**src/rtl/srw_pkg.sv**
```systemverilog
package srw_pkg;

  typedef enum logic [2:0] {
    ST_IDLE,
    ST_REQ,
    ST_SHIFT,
    ST_CAPT,
    ST_DONE
  } ctrl_state_t;

  // Budget after applying one seed's step flag; floor at one segment.
  function automatic int unsigned budget_after(input int unsigned cur, input logic step);
    if (step && cur > 1) return cur - 1;
    return cur;
  endfunction

endpackage

```
**src/rtl/srw_lfsr.sv**
```systemverilog
module srw_lfsr #(
  parameter int          W    = 16,
  parameter logic [W-1:0] TAPS = 16'hB400
) (
  input  logic         clk,
  input  logic         rst_n,
  input  logic         load,
  input  logic         step,
  input  logic [W-1:0] seed,
  output logic [W-1:0] state
);

  function automatic logic [W-1:0] advance(input logic [W-1:0] s);
    return {s[W-2:0], ^(s & TAPS)};
  endfunction

  always_ff @(posedge clk) begin
    if (!rst_n)    state <= '0;
    else if (load) state <= seed;
    else if (step) state <= advance(state);
  end

endmodule

```
**src/rtl/srw_budget.sv**
```systemverilog
module srw_budget
  import srw_pkg::*;
#(
  parameter int SEGS  = 4,
  parameter int SEG_W = $clog2(SEGS + 1)
) (
  input  logic             clk,
  input  logic             rst_n,
  input  logic             init,
  input  logic             take,
  input  logic             step,
  output logic [SEG_W-1:0] count,
  output logic [SEG_W-1:0] next_count
);

  always_comb begin
    next_count = count;
    if (take) next_count = SEG_W'(budget_after(int'(count), step));
  end

  always_ff @(posedge clk) begin
    if (!rst_n)    count <= SEG_W'(SEGS);
    else if (init) count <= SEG_W'(SEGS);
    else           count <= next_count;
  end

endmodule

```
**src/rtl/srw_window_seq.sv**
```systemverilog
module srw_window_seq #(
  parameter int CHAIN_LEN = 8,
  parameter int VPS       = 2,
  parameter int SEGS      = 4,
  parameter int SEG_W     = $clog2(SEGS + 1)
) (
  input  logic             clk,
  input  logic             rst_n,
  input  logic             load,
  input  logic [SEG_W-1:0] load_segs,
  input  logic             shifting,
  input  logic             capturing,
  output logic             bit_last,
  output logic             vec_last,
  output logic             win_last,
  output logic [SEG_W-1:0] seg_cnt
);

  localparam int BIT_W = (CHAIN_LEN > 1) ? $clog2(CHAIN_LEN) : 1;
  localparam int VEC_W = (VPS > 1) ? $clog2(VPS) : 1;

  logic [BIT_W-1:0] bit_cnt;
  logic [VEC_W-1:0] vec_cnt;

  assign bit_last = (bit_cnt == BIT_W'(CHAIN_LEN - 1));
  assign vec_last = (vec_cnt == VEC_W'(VPS - 1));
  assign win_last = vec_last && (seg_cnt == SEG_W'(1));

  // Bit counter: one count per shift cycle.
  always_ff @(posedge clk) begin
    if (!rst_n)                bit_cnt <= '0;
    else if (load)             bit_cnt <= '0;
    else if (shifting)         bit_cnt <= bit_last ? '0 : bit_cnt + BIT_W'(1);
  end

  // Segment-vectors counter: one count per capture.
  always_ff @(posedge clk) begin
    if (!rst_n)                vec_cnt <= '0;
    else if (load)             vec_cnt <= '0;
    else if (capturing)        vec_cnt <= vec_last ? '0 : vec_cnt + VEC_W'(1);
  end

  // Segment counter: loaded from the budget, one down per finished segment.
  always_ff @(posedge clk) begin
    if (!rst_n)                        seg_cnt <= '0;
    else if (load)                     seg_cnt <= load_segs;
    else if (capturing && vec_last)    seg_cnt <= seg_cnt - SEG_W'(1);
  end

endmodule

```
**src/rtl/seg_reseed_ctrl.sv**
```systemverilog
module seg_reseed_ctrl
  import srw_pkg::*;
#(
  parameter int               LFSR_W    = 16,
  parameter int               CHAINS    = 4,
  parameter int               CHAIN_LEN = 8,
  parameter int               SEGS      = 4,
  parameter int               VPS       = 2,
  parameter logic [LFSR_W-1:0] TAPS     = 16'hB400
) (
  input  logic              clk,
  input  logic              rst_n,
  input  logic              start,
  input  logic              seed_valid,
  input  logic [LFSR_W-1:0] seed_data,
  input  logic              seed_step,
  input  logic              seed_last,
  output logic              seed_req,
  output logic [CHAINS-1:0] scan_in,
  output logic              scan_en,
  output logic              capture,
  output logic              done
);

  localparam int SEG_W = $clog2(SEGS + 1);

  ctrl_state_t       state_q, state_d;
  logic              last_q;
  logic [LFSR_W-1:0] lfsr_q;
  logic [SEG_W-1:0]  budget_q, budget_d, seg_cnt;

  // Named internal events
  logic seed_take, run_init, bit_last, vec_last, win_last;

  assign seed_take = (state_q == ST_REQ) && seed_valid;
  assign run_init  = start && (state_q == ST_IDLE || state_q == ST_DONE);

  srw_lfsr #(.W(LFSR_W), .TAPS(TAPS)) u_lfsr (
    .clk(clk), .rst_n(rst_n), .load(seed_take), .step(state_q == ST_SHIFT),
    .seed(seed_data), .state(lfsr_q)
  );

  srw_budget #(.SEGS(SEGS), .SEG_W(SEG_W)) u_budget (
    .clk(clk), .rst_n(rst_n), .init(run_init), .take(seed_take), .step(seed_step),
    .count(budget_q), .next_count(budget_d)
  );

  srw_window_seq #(.CHAIN_LEN(CHAIN_LEN), .VPS(VPS), .SEGS(SEGS), .SEG_W(SEG_W)) u_seq (
    .clk(clk), .rst_n(rst_n), .load(seed_take), .load_segs(budget_d),
    .shifting(state_q == ST_SHIFT), .capturing(state_q == ST_CAPT),
    .bit_last(bit_last), .vec_last(vec_last), .win_last(win_last), .seg_cnt(seg_cnt)
  );

  always_comb begin
    state_d = state_q;
    unique case (state_q)
      ST_IDLE:  if (start)     state_d = ST_REQ;
      ST_REQ:   if (seed_take) state_d = ST_SHIFT;
      ST_SHIFT: if (bit_last)  state_d = ST_CAPT;
      ST_CAPT:  state_d = win_last ? (last_q ? ST_DONE : ST_REQ) : ST_SHIFT;
      ST_DONE:  if (start)     state_d = ST_REQ;
      default:  state_d = ST_IDLE;
    endcase
  end

  always_ff @(posedge clk) begin
    if (!rst_n) begin
      state_q <= ST_IDLE;
      last_q  <= 1'b0;
    end else begin
      state_q <= state_d;
      if (seed_take) last_q <= seed_last;
    end
  end

  assign seed_req = (state_q == ST_REQ);
  assign scan_en  = (state_q == ST_SHIFT);
  assign capture  = (state_q == ST_CAPT);
  assign done     = (state_q == ST_DONE);
  assign scan_in  = lfsr_q[CHAINS-1:0];

endmodule

```
**config.mk**
```make
export PLATFORM = sky130hd
export DESIGN_NAME = seg_reseed_ctrl
export DESIGN_NICKNAME = d
export VERILOG_FILES = /design/src/rtl/srw_pkg.sv /design/src/rtl/srw_lfsr.sv /design/src/rtl/srw_budget.sv /design/src/rtl/srw_window_seq.sv /design/src/rtl/seg_reseed_ctrl.sv
export SDC_FILE = /design/constraint.sdc
export NUM_CORES = 1
export LEC_CHECK = 0
export ABC_AREA = 1
export BUFFER_PORTS_ARGS = -buffer_cell sky130_fd_sc_hd__buf_2
export CAP_MARGIN = 20
export CORE_UTILIZATION = 45
export DETAILED_ROUTE_END_ITERATION = 16
export GPL_TIMING_DRIVEN = 0
export PLACE_DENSITY_LB_ADDON = 0.08
export SYNTH_ARGS = -nofsm -noshare
export SYNTH_HDL_FRONTEND = slang
export SYNTH_SLANG_ARGS = --single-unit
```
**constraint.sdc**
```tcl
create_clock -name clk -period 1.3 [get_ports clk]
set_input_delay 0.195 -clock clk [delete_from_list [all_inputs] [get_ports clk]]
set_output_delay 0.195 -clock clk [all_outputs]
set_load 0.005 [all_outputs]
```
== Word level (Yosys, flattened, before mapping) ==
Cells that the tools add are included.

* Word-level logic and storage cells: 53
* Flip-flop bits (word level): 30
* Output and inout bits: 8

* Multiplexer cells: 17
* Reduce and logical (&&, ||, !) cells: 14
* Equality and inequality tests: 9
* Magnitude comparators: 1
* Bitwise operators: 1
* Add/sub/neg operators: 4

{| class="wikitable"
|+ Operators by type and width
! operator !! count
|-
| $mux W3 || 11
|-
| $mux W16 || 2
|-
| $reduce_xor A16 Y1 || 1
|-
| $pmux W3 S4 || 1
|-
| $eq A3 B1 Y1 const B || 2
|-
| $eq A3 B2 Y1 const B || 2
|-
| $eq A3 B3 Y1 const B || 2
|-
| $ne A2 B1 Y1 const B || 3
|-
| $reduce_or A2 Y1 || 3
|-
| $sub A3 B1 Y3 const B || 2
|-
| $logic_and A1 B1 Y1 || 5
|-
| $reduce_bool A2 Y1 || 2
|-
| $add A3 B1 Y3 const B || 1
|-
| $gt A3 B1 Y1 const B || 1
|-
| $logic_not A3 Y1 || 1
|-
| $mux W1 || 3
|-
| $reduce_and A3 Y1 || 1
|-
| $add A1 B1 Y1 const B || 1
|-
| $logic_or A1 B1 Y1 || 1
|-
| $not A1 Y1 || 1
|}

== Logic depth before layout (Yosys ltp) ==
Gate-level depths: netlist (run 1).

* Depth after elaboration: 7
* Depth in mapped cells: 9
* Gate-level depth less buffers: 9

== By module ==
From an unflattened synthesis (run 1), not the netlist that was laid out.

* Cell total of the unflattened synthesis: 264
* Area total of the unflattened synthesis: 1,691.6 um^2

{| class="wikitable"
|+ Modules (own cells, without submodules)
! module !! area an instance (um^2) !! instances !! sequential area each (um^2) !! cells each
|-
| srw_lfsr || 840.8 || 1 || 320.3 || 133
|-
| srw_window_seq || 384.1 || 1 || 140.1 || 54
|-
| seg_reseed_ctrl || 257.7 || 1 || 80.1 || 45
|-
| srw_budget || 209.0 || 1 || 60.1 || 32
|}

== Worst setup path after synthesis (run 1) ==
OpenSTA, ideal clock, no wires.

* Path kind: flip-flop to flip-flop
* From: register u_seq.bit_cnt[0]
* To: register state_q[1]
* Data required time: 1.187 ns
* Cell stages (with the launch flop): 9
* Slack: 0.060 ns
* Setup time: 0.113 ns
* Arrival time: 1.127 ns
* Period minus slack after synthesis: 1.240 ns
* Cells stage by stage: dfxtp_1 -> ha_1 -> ha_1 -> inv_1 -> nand4_1 -> o211ai_1 -> nand2_1 -> nand2_1 -> nor2_1

* Cells in the longest elaborated chain, start to end: 3

{| class="wikitable"
|+ Ends and longest elaborated chain
! what !! line !! source
|-
| start: declaration || srw_window_seq.sv:22 || <nowiki>logic [BIT_W-1:0] bit_cnt;</nowiki>
|-
| start signal: assignment || srw_window_seq.sv:33 || <nowiki>else if (shifting) bit_cnt <= bit_last ? '0 : bit_cnt + BIT_W'(1);</nowiki>
|-
| $eq A3 B3 Y1 || srw_window_seq.sv:25 || <nowiki>assign bit_last = (bit_cnt == BIT_W'(CHAIN_LEN - 1));</nowiki>
|-
| $ne A2 B1 Y1 (no line) || n/a ||
|-
| $reduce_and A3 Y1 (no line) || n/a ||
|-
| end signal: assignment || seg_reseed_ctrl.sv:71 || <nowiki>state_q <= state_d;</nowiki>
|-
| end: declaration || seg_reseed_ctrl.sv:27 || <nowiki>ctrl_state_t state_q, state_d;</nowiki>
|}

Every way passes these cells.
A chain may end at the register's enable or synchronous reset.

== Worst setup path after layout (run 1) ==
* From: register state_q[0]
* To: output port seed_req

* Cells in the longest elaborated chain, start to end: 1

{| class="wikitable"
|+ Ends and longest elaborated chain
! what !! line !! source
|-
| $eq A3 B1 Y1 || seg_reseed_ctrl.sv:76 || <nowiki>assign seed_req = (state_q == ST_REQ);</nowiki>
|-
| end: declaration || seg_reseed_ctrl.sv:18 || <nowiki>output logic seed_req,</nowiki>
|}

Every way passes these cells.

==> metrics list, run 1 <==
- Average instance area after synthesis: 7.03 sq um
- Across every metal layer, demand over resource in global routing totals 21.9%.
* Starting utilization of the core area: 47.9%
- Fraction of the yosys area taken by sequential cells: 36.7%
* Synthesized Nets: 261
- Routed via count divided by cell count: 5.09
* Max Slew Vio Count: 0
- After synthesis, the share of cell area in mux cells is 0%.
* Clock tree buffer depth: 2
- Setup slack on the critical path of the routed design comes to -28.5 ps.
- IO Count: 30
- After routing the design area is 2180 sq um.
- Commonest cells in the netlist: nand2_1 (71), dfxtp_1 (30), inv_1 (20)
* Kind of critical path: flip-flop to output port
- Kind of start point of the critical path: flip-flop
* Final std cells w/o fill: 330
* Req. time, crit path: 1110 ps
- The floorplan step defined a die boundary enclosing 3890 sq um.
* Wire length of the first global-routing pass: 6.76 mm
- Failing checks: setup timing
- Summed over all instances, the cell type with the most area after synthesis is dfxtp_1.
* Count of endpoints failing hold in the final timing report: 0
- The total overflow left after global routing is 0.
- Summed over all cells, the static leakage comes to 0.946 nW.
- Worst IR Drop VDD: 751 uV
- Counting tap cells, the placed design contains a total of 307 instances.
* Total power divided by cell area: 1820 nW/um^2
- Routed via count: 1681
* Dominant synthesized flop cell: dfxtp_1
- The tightest min-delay check is of the input port to flip-flop type.
* Initial antenna violation count: 0
- In the final routing, the length of wire on met1 measures 1.90 mm.
- Summed over all layers, the routed wires come to 4.07 mm.
- Met2 Routed Length: 1.98 mm
- Flip-flop and latch count after synthesis: 30
* Cell Int Power: 2.32 mW
* Highest routing layer actually used: met4
- Via count of the first global-routing pass: 1508
* Adder-Cell Fraction of Synth Area: 4.58%
- Worst slew margin: 67.9%
- Yosys printed 0 warnings.
* Number of antenna cells inserted: 0
- Setup repair after global routing could not meet its margin everywhere.
* Area share of the largest cell type after synthesis: 36.7%
- On the final layout, the worst clock skew is 6.86 ps.
* Power dissipated by switching net loads: 1.65 mW
* Setup-failing EPs final: 2
- After layout, the worst path uses 102% of the clock period.
* Cell breakdown of the critical path: inv_4 -> nor2_4 -> nand2_2 -> inv_2 -> buf_2
- After detailed routing, the average wire length per cell comes to 12.3 um.
* Standard cell core area: 3420 sq um
- Combinational cells account for 51.0% of the total power.
* Sequential share of power: 34.3%
- Sw frac: 41.5%
- STA classifies the critical path endpoint as an output port.
- The flow ran to the end, but the final reports show violations.
- In this run, distinct cell masters in the synthesized netlist total 31.
* Signal arrival time at the worst endpoint: 1130 ps
- The pre-antenna-repair detailed-routing pass consisted of 4 iterations.
- The congestion estimate from routability-driven global placement came to 0.782.
- Maximum net fanout on the critical path: 5
- Later-pin clock latency in the skew report: 330 ps
- Share of power burned in the clock network: 14.6%
* Clk slew on worst S/H paths: 90 ps
- Layout cell share with drive strength beyond 1: 37.7%
* PnR Total Power: 3.98 mW
- DR DRC count: 0
* Met3 wire length: 159 um
- Crit-path max cell delay: 390 ps
- Total number of clock tree sinks: 30
* Setup slack after placement: -88.8 ps
- Across the run, the number of max-cap violations was 0.
* Transition time at the pin with the least slew margin: 481 ps
* Most common cell in the netlist: nand2_1
- Maximum operating frequency: 753 MHz
- Number of violations reported at the end of detailed-routing iteration 0: 50
* Post-synthesis async set-or-reset flop share: 0%
* Net total in the final layout: 311
* Share of the synthesized area in compound gates (AO/OA/AOI/OAI): 18.2%
- Post-synthesis instance total: 233
- Fillers: 305
- Xor/xnor share of the synthesized area: 1.07%
- HPWL reported at the end of detailed placement: 2.65 mm
- Deepest level of the CTS H-tree: 2
- Cell area after placement: 1840 sq um
* Simple-Gate Fraction of Synth Area: 27.7%
* Pin count of the biggest net entering global routing: 12
- From left edge to right edge, the die measures 62.3 um.
* Port Buf Inserts: 28
- The largest individual stage delay along the critical path comes from the cell dfxtp_4.
- EDFF count, synth: 0
- Combinational family with the most area after synthesis: simple AND/OR/NAND/NOR gates
- Remaining antenna violation count: 0
- Cell area after synthesis: 1640 sq um
- Top cells by area, synth: dfxtp_1 (37%), nand2_1 (16%), a31oi_1 (5.0%)
- TritonCTS buffer count: 5
- Clock tree from TritonCTS: yes
- Relative to the synthesized area, the layout overhead comes to 33.4%.
* Final period demand of the worst path: 1330 ps
- Root buffer selected by CTS: clkbuf_4
- Die Y-Extent: 62.3 um
- Row generation in the floorplan step produced 21 rows.
-- layout make-up --
cell class / count / area, sq um / share of cell area (%)
repair buffers: 43 / 256 / 11.7
clock inverters: 1 / 5.00 / 0.229
repair inverters: 1 / 6.26 / 0.286
clock buffers: 7 / 55.1 / 2.52
plain buffers: 11 / 97.6 / 4.47
multi-input cells: 164 / 973 / 44.6
flip-flops and latches: 30 / 619 / 28.4
inverters: 27 / 114 / 5.21
well taps: 46 / 57.6 / 2.63
-- layout by cell type (no fill, tap or decap), drive strengths merged --
cell / Yosys / layout
o211ai: 2 / 2
buf: 10 / 53
nor2: 14 / 14
dfxtp: 30 / 30
a21oi: 14 / 14
ha: 6 / 6
clkbuf: 2 / 8
xnor2: 1 / 1
a211oi: 1 / 1
or2: 1 / 1
nand3: 13 / 13
inv: 26 / 27
nand4: 3 / 3
xor2: 1 / 1
a22oi: 2 / 2
a31oi: 13 / 13
clkinv: 1 / 2
o21ai: 20 / 20
nand2: 73 / 73
-- critical path, delay by kind of cell (launching register included) --
kind	cells	cell delay, ps
DFF	1	390
and+or+nand+nor	2	220
buffers and inverters	3	190
-- metal layers --
layer / vias to the layer above / GRT usage, %
li1: 862 / -
met5: - / 0
met4: 0 / 6.98
met2: 32 / 35.2
met1: 783 / 28.9
met3: 4 / 5.33
-- path summary, 6_finish.rpt --
check | start | to | slack (ps) | cells after the start
worst min register to register | u_lfsr.state[9] | u_lfsr.state[10] | 480 | 2
worst min-delay path | seed_last | last_q | 100 | 3
worst max-delay path | state_q[0] | seed_req | -30 | 5
worst max register to register | state_q[0] | u_seq.seg_cnt[0] | -10 | 7
-- logic make-up after synthesis --
kind of cell               count (synthesis)
DFF                                       30
AOI/OAI and AO/OA                         52
adders and majority gates                  6
buffers and inverters                     39
and+or+nand+nor                          104
xor gates and xnor gates                   2
-- state kept, by name, indices dropped and copies added (netlist names) --
signal / cells
last_q: 1
u_seq.bit_cnt: 3
u_seq.seg_cnt: 3
u_lfsr.state: 16
u_budget.count: 3
u_seq.vec_last: 1
state_q: 3
-- per-stage QoR --
step           setup TNS (ps)  hold WS, ps  util (%)
6_report                -40.8          102      64.0
3_3_place_gp             -205          434      53.7
5_1_grt                 -1070          109      64.0
2_1_floorplan               0          340         -
3_5_place_dp             -380          440      53.7
4_1_cts                 -85.0         84.6      58.7
-- repair_timing --
action / 4_1_cts / 5_1_grt
gates cloned: 0 / 1
pin swaps: 7 / 10
hold buffers: 0 / 0
setup buffers: 9 / 6
resized for setup: 18 / 41
setup endpoints to repair: 12 / 28
-- power groups by stage --
stage / Sequential, mW / Clock, mW / Combinational (mW)
2_1_floorplan: 1.29 / 0 / 1.17
3_3_place_gp: 1.33 / 0 / 1.48
3_5_place_dp: 1.33 / 0 / 1.50
4_1_cts: 1.35 / 0.612 / 1.68
5_1_grt: 1.39 / 0.652 / 2.25
6_report: 1.37 / 0.582 / 2.03
Power figures use the tool's default switching activity.
==> inputs of run 2 (changes only) <==
Settings changed: CORE_MARGIN set to 2.
==> run 2 against run 1 <==
  * The run still ends with setup timing left
  * Utilization up 0.11 points
  * Critical path depth unchanged
  * Wire length up 2.7%
  * Clock skew about the same
  * First-iteration DRC count increased by 6.0%
  * Sequential cell count is the same
  * Die area grew 6.5%
  * Maximum frequency shrank 0.55%
  * Hold slack hardly changed
  * Clock power shrank 4.3%
  * Count of clock-buffer cells in the layout is 1 lower
  * Cell area up 0.17%
==> metrics list, run 2 (synthesis results as in run 1) <==
* Worst reg2reg setup slack: -20 ps
* Total number of clock tree sinks: 30
- Initial antenna violation count: 0
- The critical path ends at seed_req.
* Req. time, crit path: 1110 ps
* Kind of start point of the critical path: flip-flop
- For this design the ratio of total power to cell area is 1820 nW/um^2.
* Worst IR Drop VDD: 893 uV
- Kind of critical path: flip-flop to output port
- For the pin with the worst max-slew slack, the measured transition is 514 ps.
- Path length in cells of the critical path: 5
- Pin count of the biggest net entering global routing: 12
- The first global-routing pass estimated 6.70 mm of wire.
- Final worst-path setup slack: -35.9 ps
- Together, buffers and inverters on the worst path number 3.
* Setup-failing EPs final: 3
* Start point of the worst hold path: seed_last
- Max-cap violations in this run came to 0.
* Status: complete, but fails checks
- For this design the total switching power over the nets is 1.63 mW.
* Sw frac: 41.1%
- Chip width: 64.3 um
- Routed via count divided by cell count: 5.13
* Tightest hold margin: 101 ps
- Layout cell share with drive strength beyond 1: 38.6%
* Hold Path Depth: 3
- Die Footprint: 4140 sq um
* Failing checks: setup timing
- Cell breakdown of the critical path: inv_4 -> nor2_4 -> nand2_2 -> inv_1 -> buf_2
- The worst register-to-register path begins at u_seq.bit_cnt[0].
* Sequential share of power: 34.2%
- TritonCTS built the clock tree.
- For this run, the slowest stage of the critical path takes 390 ps.
- Number of flip-flops in the largest register: 16
- Max Slew Vio Count: 0
* FF-to-FF path depth: 9
- After layout, the worst path uses 103% of the clock period.
- In the layout the commonest cells are nand2_1 (65), buf_2 (27), dfxtp_1 (23).
* First-pass iteration count of the detailed router: 4
* Later-pin clock latency in the skew report: 330 ps
- Remaining antenna violation count: 0
- For the final database, setup skew stands at 6.66 ps.
- DR DRC count: 0
- For this configuration, the core starts out at a cell density of 47.9%.
- The share of total power dissipated in the clock network is 14.0%.
- Cell Int Power: 2.34 mW
* Maximum net fanout on the critical path: 5
- The region available for standard cell placement spans 3420 sq um.
* TritonCTS buffer count: 5
* Number of antenna cells inserted: 0
- Layout overhead on the synthesized area: 33.6%
- Routed via count: 1673
- Net total in the final layout: 309
- Timing would allow up to 749 MHz.
- The min-delay analysis places its worst path in the category input port to flip-flop.
* Post-layout utilization of the core: 64.1%
* Port Buf Inserts: 28
* CP top delay family: flip-flops
- The floorplan has 21 rows.
* Crit path max-delay cell type: dfxtp_4
- Post-CTS Hold Buffers: 0
- Summed over all cells, the static leakage comes to 0.938 nW.
- Deepest level of the CTS H-tree: 2
* Cell area after placement: 1840 sq um
- The root buffer cell chosen for the clock tree is clkbuf_4.
- Total routed wirelength: 4.18 mm
- Number of violations reported at the end of detailed-routing iteration 0: 53
* Final period demand of the worst path: 1340 ps
- Total global-route track usage: 20.8%
- Die Y-Extent: 64.3 um
* Clk slew on worst S/H paths: 90 ps
* GR Overflow Total: 0
- HPWL reported at the end of detailed placement: 2.69 mm
* Clock tree buffer depth: 2
* Kind of end point of the critical path: output port
- In this run, the combinational gates consume 51.8% of the power.
* Final instance area: 2190 sq um
* RSZ-0062 raised after global routing: true
- Signal arrival time at the worst endpoint: 1140 ps
* IO Count: 30
- Leaving out fill and tap cells, the most frequent cell in the layout is nand2_1.
* Worst setup startpoint: state_q[0]
- The via count of the first global-routing pass came to 1532.
- Placer's final routability congestion estimate: 0.784
- Counting flops per register, the top entry is u_lfsr.state.
- Worst reg2reg path endpoint: state_q[0]
- Average wire length per cell after detail routing: 12.8 um
* Worst slew margin: 65.7%
- Count of endpoints failing hold in the final timing report: 0
==> run 2: cell count changes in the layout (fill, tap and decap cells not counted), moves of 2 or more <==
cell,change
inv_2,-3
o21ai_1,-3
inv_1,+2
o21ai_2,+4
buf_8,+2
buf_6,-3
==> run 2: through the flow <==
stage | power (mW) | instances | TNS, ps | setup slack, ps
floorplan | 2.46 | 233 | 0 | 59.9
detailed placement | 2.82 | 307 | -290 | -109
CTS | 3.60 | 320 | -102 | -43.3
global placement | 2.81 | 307 | -207 | -83.0
finish | 3.98 | 326 | -72.3 | -35.9
global route | 4.28 | 326 | -1140 | -98.8
==> run 2: worst min-delay path by stage <==
stage / to
floorplan: last_q
global placement: last_q
detailed placement: last_q
CTS: last_q
global route: last_q
finish: last_q
==> run 2: worst min-delay path, stage by stage <==
cell	delay (ps)
buf_2	90
o21ai_2	50
nor2_1	60
==> run 2: layout make-up <==
class                   count  area (sq um)
flip-flops and latches     30           622
fillers                   334          1230
multi-input cells         164           988
clock buffers               6          51.3
plain buffers              11           101
inverters                  27           116
well taps                  46          57.6
repair buffers             42           251
==> run 2: power by group through the flow <==
| stage | clock network, mW | logic, mW | registers [mW] |
|---|---|---|---|
| floorplan | 0 | 1.17 | 1.29 |
| global placement | 0 | 1.48 | 1.33 |
| detailed placement | 0 | 1.49 | 1.33 |
| CTS | 0.571 | 1.69 | 1.34 |
| global route | 0.606 | 2.29 | 1.39 |
| finish | 0.557 | 2.06 | 1.36 |
==> run 2: timing repair <==
action / 4_1_cts / 5_1_grt
pin swaps: 10 / 14
gates resized for setup: 23 / 42
endpoints found under the setup margin: 15 / 28
buffers inserted: 8 / 6
==> run 2: layer usage <==
layer / global-route usage (%) / wire [um] / vias to the layer above / share of wire, %
met1: 25.6 / 1900 / 776 / 45
met2: 34.6 / 2060 / 30 / 49
met4: 8.24 / 75 / 0 / 1.8
li1: - / - / 858 / -
met5: 0 / 0 / - / 0
met3: 5.11 / 149 / 9 / 3.6
